<file path="src/rtl/tmr16_pkg.sv">
package tmr16_pkg;

    typedef enum logic [1:0] {
        CMP_IDLE = 2'd0,
        CMP_SET  = 2'd1,
        CMP_CLR  = 2'd2,
        CMP_TGL  = 2'd3
    } cmp_state_e;

    localparam int          ADDR_W   = 3;
    localparam logic [2:0]  A_CTRL   = 3'd0;
    localparam logic [2:0]  A_CNT_LO = 3'd1;
    localparam logic [2:0]  A_CNT_HI = 3'd2;
    localparam logic [2:0]  A_CMP_LO = 3'd3;
    localparam logic [2:0]  A_CMP_HI = 3'd4;
    localparam logic [2:0]  A_MODE   = 3'd5;
    localparam logic [2:0]  A_FLAG   = 3'd6;

    localparam int          MODE_W   = 4;
    localparam logic [3:0]  MODE_SET = 4'b1000;
    localparam logic [3:0]  MODE_CLR = 4'b1001;
    localparam logic [3:0]  MODE_TGL = 4'b0010;

    // control byte bit positions (software decodes these)
    localparam int B_ON     = 0;
    localparam int B_SRC    = 1;
    localparam int B_NOSYNC = 2;
    localparam int B_OSC    = 3;
    localparam int B_PS     = 4;

    function automatic cmp_state_e mode_to_state(input logic [3:0] code);
        cmp_state_e s;
        case (code)
            MODE_SET: s = CMP_SET;
            MODE_CLR: s = CMP_CLR;
            MODE_TGL: s = CMP_TGL;
            default:  s = CMP_IDLE;
        endcase
        return s;
    endfunction

endpackage

</file>
<file path="src/rtl/tmr16_tick_gen.sv">
module tmr16_tick_gen #(
    parameter int DIV_LOG2    = 2,
    parameter int PS_BITS     = 2,
    parameter int SYNC_STAGES = 2
) (
    input  logic               clk,
    input  logic               rst_n,
    input  logic               restart,
    input  logic               tmr_on,
    input  logic               src_ext,
    input  logic               no_sync,
    input  logic [PS_BITS-1:0] ps_sel,
    input  logic               ext_clk_i,
    output logic               cnt_tick
);

    localparam int PSC_W = (1 << PS_BITS) - 1;

    logic [DIV_LOG2-1:0]    phase_q;
    logic                   instr_tick;
    logic [SYNC_STAGES-1:0] sync_q;
    logic                   sync_prev_q;
    logic                   sync_edge;
    logic                   raw_q;
    logic                   raw_edge;
    logic                   ext_edge;
    logic                   src_tick;
    logic                   step;
    logic [PSC_W-1:0]       ps_q;
    logic [PSC_W-1:0]       ps_mask;

    // instruction clock phase, restarted by register writes
    always_ff @(posedge clk or negedge rst_n) begin
        if (!rst_n) begin
            phase_q <= '0;
        end else if (restart) begin
            phase_q <= '0;
        end else begin
            phase_q <= phase_q + DIV_LOG2'(1);
        end
    end

    assign instr_tick = &phase_q;

    // synchronizer chain for the external clock
    for (genvar g = 0; g < SYNC_STAGES; g++) begin : g_sync
        if (g == 0) begin : g_first
            always_ff @(posedge clk or negedge rst_n) begin
                if (!rst_n) sync_q[0] <= 1'b0;
                else        sync_q[0] <= ext_clk_i;
            end
        end else begin : g_next
            always_ff @(posedge clk or negedge rst_n) begin
                if (!rst_n) sync_q[g] <= 1'b0;
                else        sync_q[g] <= sync_q[g-1];
            end
        end
    end

    always_ff @(posedge clk or negedge rst_n) begin
        if (!rst_n) begin
            sync_prev_q <= 1'b0;
            raw_q       <= 1'b0;
        end else begin
            sync_prev_q <= sync_q[SYNC_STAGES-1];
            raw_q       <= ext_clk_i;
        end
    end

    assign sync_edge = sync_q[SYNC_STAGES-1] & ~sync_prev_q;
    assign raw_edge  = ext_clk_i & ~raw_q;
    assign ext_edge  = no_sync ? raw_edge : sync_edge;
    assign src_tick  = src_ext ? ext_edge : instr_tick;
    assign step      = src_tick & tmr_on & ~restart;

    always_comb begin
        ps_mask = '0;
        for (int i = 0; i < PSC_W; i++) begin
            ps_mask[i] = (ps_sel > PS_BITS'(i));
        end
    end

    always_ff @(posedge clk or negedge rst_n) begin
        if (!rst_n) begin
            ps_q <= '0;
        end else if (restart) begin
            ps_q <= '0;
        end else if (step) begin
            ps_q <= ps_q + PSC_W'(1);
        end
    end

    assign cnt_tick = step & ((ps_q & ps_mask) == ps_mask);

endmodule

</file>
<file path="src/rtl/tmr16_counter.sv">
module tmr16_counter #(
    parameter int DATA_W = 8
) (
    input  logic                clk,
    input  logic                rst_n,
    input  logic                cnt_tick,
    input  logic                wr_lo,
    input  logic                wr_hi,
    input  logic [DATA_W-1:0]   wdata,
    input  logic [2*DATA_W-1:0] cmp_val,
    output logic [2*DATA_W-1:0] cnt_q,
    output logic                match
);

    localparam int CNT_W = 2 * DATA_W;

    logic [CNT_W-1:0] cnt_next;
    logic             any_wr;

    assign cnt_next = cnt_q + CNT_W'(1);
    assign any_wr   = wr_lo | wr_hi;
    assign match    = cnt_tick & ~any_wr & (cnt_next == cmp_val);

    always_ff @(posedge clk or negedge rst_n) begin
        if (!rst_n) begin
            cnt_q <= '0;
        end else if (any_wr) begin
            if (wr_lo) cnt_q[DATA_W-1:0]     <= wdata;
            if (wr_hi) cnt_q[CNT_W-1:DATA_W] <= wdata;
        end else if (cnt_tick) begin
            cnt_q <= cnt_next;
        end
    end

endmodule

</file>
<file path="src/rtl/tmr16_regs.sv">
module tmr16_regs
    import tmr16_pkg::*;
#(
    parameter int DATA_W  = 8,
    parameter int PS_BITS = 2
) (
    input  logic                clk,
    input  logic                rst_n,
    input  logic [ADDR_W-1:0]   bus_addr,
    input  logic                bus_we,
    input  logic [DATA_W-1:0]   bus_wdata,
    output logic [DATA_W-1:0]   bus_rdata,
    input  logic [2*DATA_W-1:0] cnt_val,
    input  logic                match,
    output logic                tmr_on,
    output logic                src_ext,
    output logic                no_sync,
    output logic                osc_en,
    output logic [PS_BITS-1:0]  ps_sel,
    output logic [2*DATA_W-1:0] cmp_val,
    output logic                cnt_wr_lo,
    output logic                cnt_wr_hi,
    output logic                restart,
    output logic                mode_wr,
    output logic                flag_q
);

    localparam int CNT_W  = 2 * DATA_W;
    localparam int CTRL_W = B_PS + PS_BITS;

    logic [CTRL_W-1:0] ctrl_q;
    logic [MODE_W-1:0] mode_q;
    logic              ctrl_wr;
    logic              flag_clr;

    assign ctrl_wr   = bus_we && (bus_addr == A_CTRL);
    assign cnt_wr_lo = bus_we && (bus_addr == A_CNT_LO);
    assign cnt_wr_hi = bus_we && (bus_addr == A_CNT_HI);
    assign mode_wr   = bus_we && (bus_addr == A_MODE);
    assign flag_clr  = bus_we && (bus_addr == A_FLAG) && !bus_wdata[0];
    assign restart   = ctrl_wr | cnt_wr_lo | cnt_wr_hi;

    always_ff @(posedge clk or negedge rst_n) begin
        if (!rst_n) begin
            ctrl_q  <= '0;
            mode_q  <= '0;
            cmp_val <= '0;
        end else if (bus_we) begin
            case (bus_addr)
                A_CTRL:   ctrl_q                   <= bus_wdata[CTRL_W-1:0];
                A_CMP_LO: cmp_val[DATA_W-1:0]      <= bus_wdata;
                A_CMP_HI: cmp_val[CNT_W-1:DATA_W]  <= bus_wdata;
                A_MODE:   mode_q                   <= bus_wdata[MODE_W-1:0];
                default:  ;
            endcase
        end
    end

    // sticky flag: a match wins over a clearing write in the same cycle
    always_ff @(posedge clk or negedge rst_n) begin
        if (!rst_n)        flag_q <= 1'b0;
        else if (match)    flag_q <= 1'b1;
        else if (flag_clr) flag_q <= 1'b0;
    end

    assign tmr_on  = ctrl_q[B_ON];
    assign src_ext = ctrl_q[B_SRC];
    assign no_sync = ctrl_q[B_NOSYNC];
    assign osc_en  = ctrl_q[B_OSC];
    assign ps_sel  = ctrl_q[B_PS +: PS_BITS];

    always_comb begin
        case (bus_addr)
            A_CTRL:   bus_rdata = DATA_W'(ctrl_q);
            A_CNT_LO: bus_rdata = cnt_val[DATA_W-1:0];
            A_CNT_HI: bus_rdata = cnt_val[CNT_W-1:DATA_W];
            A_CMP_LO: bus_rdata = cmp_val[DATA_W-1:0];
            A_CMP_HI: bus_rdata = cmp_val[CNT_W-1:DATA_W];
            A_MODE:   bus_rdata = DATA_W'(mode_q);
            A_FLAG:   bus_rdata = DATA_W'(flag_q);
            default:  bus_rdata = '0;
        endcase
    end

endmodule

</file>
<file path="src/rtl/tmr16_cmp_fsm.sv">
module tmr16_cmp_fsm
    import tmr16_pkg::*;
(
    input  logic              clk,
    input  logic              rst_n,
    input  logic              mode_wr,
    input  logic [MODE_W-1:0] mode_code,
    input  logic              match,
    input  logic              port_latch_i,
    output cmp_state_e        state_q,
    output logic              out_q
);

    cmp_state_e state_d;
    logic       out_d;

    // transitions: ENTER_SET, ENTER_CLR, ENTER_TGL, LEAVE on a mode write
    always_comb begin
        state_d = state_q;
        if (mode_wr) begin
            state_d = mode_to_state(mode_code);
        end
    end

    always_ff @(posedge clk or negedge rst_n) begin
        if (!rst_n) state_q <= CMP_IDLE;
        else        state_q <= state_d;
    end

    // output latch acts on the state in force before any mode write
    always_comb begin
        out_d = out_q;
        unique case (state_q)
            CMP_IDLE: out_d = port_latch_i;
            CMP_SET:  if (match) out_d = 1'b1;
            CMP_CLR:  if (match) out_d = 1'b0;
            CMP_TGL:  if (match) out_d = ~out_q;
        endcase
    end

    always_ff @(posedge clk or negedge rst_n) begin
        if (!rst_n) out_q <= 1'b0;
        else        out_q <= out_d;
    end

endmodule

</file>
<file path="src/rtl/tmr16_cmp.sv">
module tmr16_cmp
    import tmr16_pkg::*;
#(
    parameter int DATA_W      = 8,
    parameter int PS_BITS     = 2,
    parameter int DIV_LOG2    = 2,
    parameter int SYNC_STAGES = 2
) (
    input  logic              clk,
    input  logic              rst_n,
    input  logic [2:0]        bus_addr,
    input  logic              bus_we,
    input  logic [DATA_W-1:0] bus_wdata,
    output logic [DATA_W-1:0] bus_rdata,
    input  logic              ext_clk_i,
    input  logic              port_latch_i,
    output logic              cmp_out_o,
    output logic              irq_flag_o,
    output logic              osc_en_o
);

    localparam int CNT_W  = 2 * DATA_W;
    localparam int CTRL_W = B_PS + PS_BITS;

    logic               tmr_on;
    logic               src_ext;
    logic               no_sync;
    logic [PS_BITS-1:0] ps_sel;
    logic [CNT_W-1:0]   cmp_val;
    logic [CNT_W-1:0]   cnt_q;
    logic               cnt_wr_lo;
    logic               cnt_wr_hi;
    logic               restart;
    logic               mode_wr;
    logic               cnt_tick;
    logic               cmp_match;
    cmp_state_e         cmp_state;

    tmr16_regs #(.DATA_W(DATA_W), .PS_BITS(PS_BITS)) u_regs (
        .clk       (clk),
        .rst_n     (rst_n),
        .bus_addr  (bus_addr),
        .bus_we    (bus_we),
        .bus_wdata (bus_wdata),
        .bus_rdata (bus_rdata),
        .cnt_val   (cnt_q),
        .match     (cmp_match),
        .tmr_on    (tmr_on),
        .src_ext   (src_ext),
        .no_sync   (no_sync),
        .osc_en    (osc_en_o),
        .ps_sel    (ps_sel),
        .cmp_val   (cmp_val),
        .cnt_wr_lo (cnt_wr_lo),
        .cnt_wr_hi (cnt_wr_hi),
        .restart   (restart),
        .mode_wr   (mode_wr),
        .flag_q    (irq_flag_o)
    );

    tmr16_tick_gen #(
        .DIV_LOG2    (DIV_LOG2),
        .PS_BITS     (PS_BITS),
        .SYNC_STAGES (SYNC_STAGES)
    ) u_tick (
        .clk       (clk),
        .rst_n     (rst_n),
        .restart   (restart),
        .tmr_on    (tmr_on),
        .src_ext   (src_ext),
        .no_sync   (no_sync),
        .ps_sel    (ps_sel),
        .ext_clk_i (ext_clk_i),
        .cnt_tick  (cnt_tick)
    );

    tmr16_counter #(.DATA_W(DATA_W)) u_cnt (
        .clk      (clk),
        .rst_n    (rst_n),
        .cnt_tick (cnt_tick),
        .wr_lo    (cnt_wr_lo),
        .wr_hi    (cnt_wr_hi),
        .wdata    (bus_wdata),
        .cmp_val  (cmp_val),
        .cnt_q    (cnt_q),
        .match    (cmp_match)
    );

    tmr16_cmp_fsm u_fsm (
        .clk          (clk),
        .rst_n        (rst_n),
        .mode_wr      (mode_wr),
        .mode_code    (bus_wdata[MODE_W-1:0]),
        .match        (cmp_match),
        .port_latch_i (port_latch_i),
        .state_q      (cmp_state),
        .out_q        (cmp_out_o)
    );

endmodule

</file>
<file path="config.mk">
export PLATFORM = sky130hd
export DESIGN_NAME = tmr16_cmp
export DESIGN_NICKNAME = d
export VERILOG_FILES = /design/src/rtl/tmr16_pkg.sv /design/src/rtl/tmr16_tick_gen.sv /design/src/rtl/tmr16_counter.sv /design/src/rtl/tmr16_regs.sv /design/src/rtl/tmr16_cmp_fsm.sv /design/src/rtl/tmr16_cmp.sv
export SDC_FILE = /design/constraint.sdc
export NUM_CORES = 1
export LEC_CHECK = 0
export BUFFER_PORTS_ARGS = -buffer_cell sky130_fd_sc_hd__buf_2
export CAP_MARGIN = 15
export CORE_MARGIN = 2
export CORE_UTILIZATION = 65
export CTS_CLUSTER_SIZE = 14
export DETAILED_ROUTE_END_ITERATION = 12
export GPL_TIMING_DRIVEN = 0
export PLACE_DENSITY_LB_ADDON = 0.2
export SLEW_MARGIN = 0
export SYNTH_ARGS = -nofsm -noshare
export SYNTH_HDL_FRONTEND = slang
export SYNTH_SLANG_ARGS = --single-unit
</file>
<file path="constraint.sdc">
create_clock -name clk -period 5.9 [get_ports clk]
set_clock_uncertainty 0.15 [all_clocks]
set_input_delay 0.885 -clock clk [delete_from_list [all_inputs] [get_ports clk]]
set_output_delay 0.885 -clock clk [all_outputs]
set_load 0.01 [all_outputs]
</file>
==> flow_summary.toml <==
[outcome]
outcome = "completed"

[timing]
rsz0062_at_grt = "no"
post-route-period-util_pct = 62.3
maxSlewHeadroom_pct = 42.4
setup_viol = 0
fin_crit_ns = 3.68
hold_viol = 0
tightest_slew_ns = 0.857
drv_slew = 0
setup_tns_ns = 0
max_freq_mhz = 272

[floorplan]
die_height_microns = 75.9
io_pins = 27
die_w_microns = 75.9
num_rows = 26
start_util_pct = 66.6
core_area_sq_mm = 0.00504
die_area_sq_mm = 0.00575

[routing]
drc = 0
via_per_inst = 6.48
wire_per_inst_microns = 18.8
vias = 2856
wirelength_microns = 8300
drt_pass1_iterations = 5
postRouteAntennaNets = 0
drtIter0Drc = 294

[power_and_ir_drop]
p_total_mw = 1.43
p_per_area_mw_per_mm2 = 391
p_leak_nw = 1.46
ir_drop_mv = 0.224

[synth]
synth_cell_type_count = 58
synthArstFlopShare_pct = 100
yosysTopAreaCell = "dfrtp_1"
synth_nets = 360
synth.avg_cell_area_sq_um = 9.84
yosysTopAreaCellShare_pct = 40.3
synthTopCellsByCount = "dfrtp_1 (54), mux2_2 (28), nor2_1 (25)"
yosysMostFrequentCell = "dfrtp_1"
synth_seq_cells = 54
ys.warnings.count = 0
synth_edf_count = 0
synthFlopType = "dfrtp_1"
synth_area_sq_mm = 0.00336
synth.area.top_cells = "dfrtp_1 (40%), mux2_2 (9.4%), xnor2_1 (5.2%)"
syn-instance-count = 341
seq_area_frac_synth_pct = 40.3

[clocking]
cts_tree = "yes"
cts.sinks = 54
clock-root-buffer = "clkbuf_8"
htreeDepth = 2
path_clk_slew_ns = 0.10
cts_buffer_depth = 2
cts_resized = 0
cts_buffers = 5
hold_buffers = 0
clock_latency_ns = 0.32
postCtsSetupBuffers = 0

[global_route]
grt_pass1_wl_microns = 13300
grt_pass1_vias = 2702
grt_start_max_net_pins = 37
grtUsageTotal_pct = 31.2
grt_antenna_before_repair = 0
overflow = 0

[min_path]
hold_path_class = "reg -> reg"
whs_path_depth = 0

[worst_setup_path]
cp-end-kind = "output port"
worstPathArrival_ns = 2.64
reg2reg_from = "u_cnt.cnt_q[0]"
reg2reg_depth = 8
criticalPathCategory = "in -> out"
rrSetupSlack_ns = 3.20
cp-start-kind = "primary input"
worstPathRequired_ns = 4.87
startpoint = "bus_addr[1]"
r2r-end = "u_fsm.out_q"
critPathCapture = "bus_rdata[0]"
crit_path_max_fanout = 10
crit_chain = "buf_2 > clkbuf_1 > clkbuf_1 > mux4_2 > nor2_1 > a21oi_1 > buf_2"
slowest_stage = "clkbuf_1"
cp_slowest_stage_delay_ns = 0.53

[layout]
nets = 389
area.growth.synth_to_final_pct = 9.02
antenna_cells = 0
drive_gt1_share_pct = 20.5

[place]
post-dp-hpwl_microns = 6180
portBuffers = 21
gp_congestion = 0.916

[job]
cap_viol_max_count = 0
stage by stage:
| stage | setup WS (ns) | cells | hold slack (ns) | utilization (%) | cell area, sq um |
|---|---|---|---|---|---|
| 3_5_place_dp | 2.30 | 433 | 0.215 | 70.8 | 3570 |
| 2_1_floorplan | 2.74 | 341 | 0.195 | - | 3360 |
| 3_3_place_gp | 2.28 | 432 | 0.201 | 70.4 | 3550 |
| 4_1_cts | 2.27 | 441 | 0.235 | 72.6 | 3660 |
| 5_1_grt | 2.08 | 441 | 0.257 | 72.6 | 3660 |
| 6_report | 2.22 | 441 | 0.235 | 72.6 | 3660 |
worst max-delay path: cells and delay by family:
kind / cells / cell delay [ns]
AOI/OAI and AO/OA: 1 / 0.07
buffers and inverters: 4 / 1.17
muxes: 1 / 0.40
and+or+nand+nor: 1 / 0.11
flip-flops by register name, indices dropped and copies added, names as in the netlist:
register,cells
u_fsm.state_q,2
u_tick.ps_q,3
u_fsm.out_q,1
u_tick.phase_q,2
u_regs.flag_q,1
u_tick.sync_q,2
u_tick.sync_prev_q,1
u_cnt.cnt_q,16
u_regs.mode_q,4
u_regs.cmp_val,16
u_regs.ctrl_q,6
how the worst min path moves through the flow:
stage / startpoint / to / slack, ns
2_1_floorplan: u_tick.sync_q[1] / u_tick.sync_prev_q / 0.20
3_3_place_gp: u_tick.sync_q[1] / u_tick.sync_prev_q / 0.20
3_5_place_dp: u_tick.sync_q[1] / u_tick.sync_prev_q / 0.21
4_1_cts: u_tick.sync_q[1] / u_tick.sync_prev_q / 0.23
5_1_grt: u_tick.sync_q[0] / u_tick.sync_q[1] / 0.26
6_report: u_tick.sync_q[1] / u_tick.sync_prev_q / 0.23
logic make-up (layout without fill, tap and decap cells):
kind of cell | after synthesis | in the layout | synth area share, %
AND/OR/NAND/NOR | 94 | 94 | 14.5
AO/OA/AOI/OAI | 91 | 91 | 19.5
flip-flops | 54 | 54 | 40.3
multiplexers | 39 | 39 | 13.8
buffers and inverters | 34 | 64 | 4.03
XOR/XNOR | 26 | 26 | 6.79
adder cells (fa/ha/maj) | 3 | 3 | 1.12
per-layer routing:
metal	up-vias	wire [microns]	share of wire [%]	global-route usage, %
met1	1390	3700	45	43.6
met3	24	479	5.8	5.03
met4	0	197	2.4	10.9
met5	-	0	0	0
li1	1322	-	-	-
met2	120	3920	47	49.3
cells in the final DEF, fill, tap and decap left out, types with 3 or more instances in the layout:
| cell type | instances |
|---|---|
| nand2_1 | 21 |
| xnor2_1 | 20 |
| o22a_1 | 13 |
| mux4_2 | 3 |
| buf_1 | 3 |
| nand4_1 | 5 |
| nor3_1 | 4 |
| xor2_1 | 6 |
| nor2_1 | 25 |
| a31oi_1 | 9 |
| dfrtp_1 | 54 |
| a41oi_1 | 3 |
| inv_1 | 8 |
| o22ai_1 | 5 |
| nor2b_1 | 8 |
| clkbuf_1 | 18 |
| nand3_1 | 12 |
| a22oi_1 | 6 |
| nand3b_1 | 3 |
| buf_2 | 27 |
| a21oi_1 | 22 |
| o21ai_0 | 9 |
| clkbuf_8 | 5 |
| mux2_2 | 28 |
| mux2i_1 | 8 |
| ha_1 | 3 |
power breakdown:
group	switching [mW]	total [mW]	internal [mW]	leakage, nW
clock network	0.130	0.217	0.0865	0.0458
registers	0.111	0.588	0.477	0.660
logic	0.333	0.625	0.291	0.755
total	0.575	1.43	0.855	1.46
cell type report:
cell class / instances / area [sq um]
Sequential cell: 54 / 1350
Clock inverter: 2 / 17.5
Fill cell: 374 / 1380
Timing Repair Buffer: 22 / 125
Buffer: 26 / 105
Clock buffer: 6 / 72.6
Tap cell: 70 / 87.6
Multi-Input combinational cell: 253 / 1870
Inverter: 8 / 30.0
No activity file was read; power rests on OpenSTA's default activity.
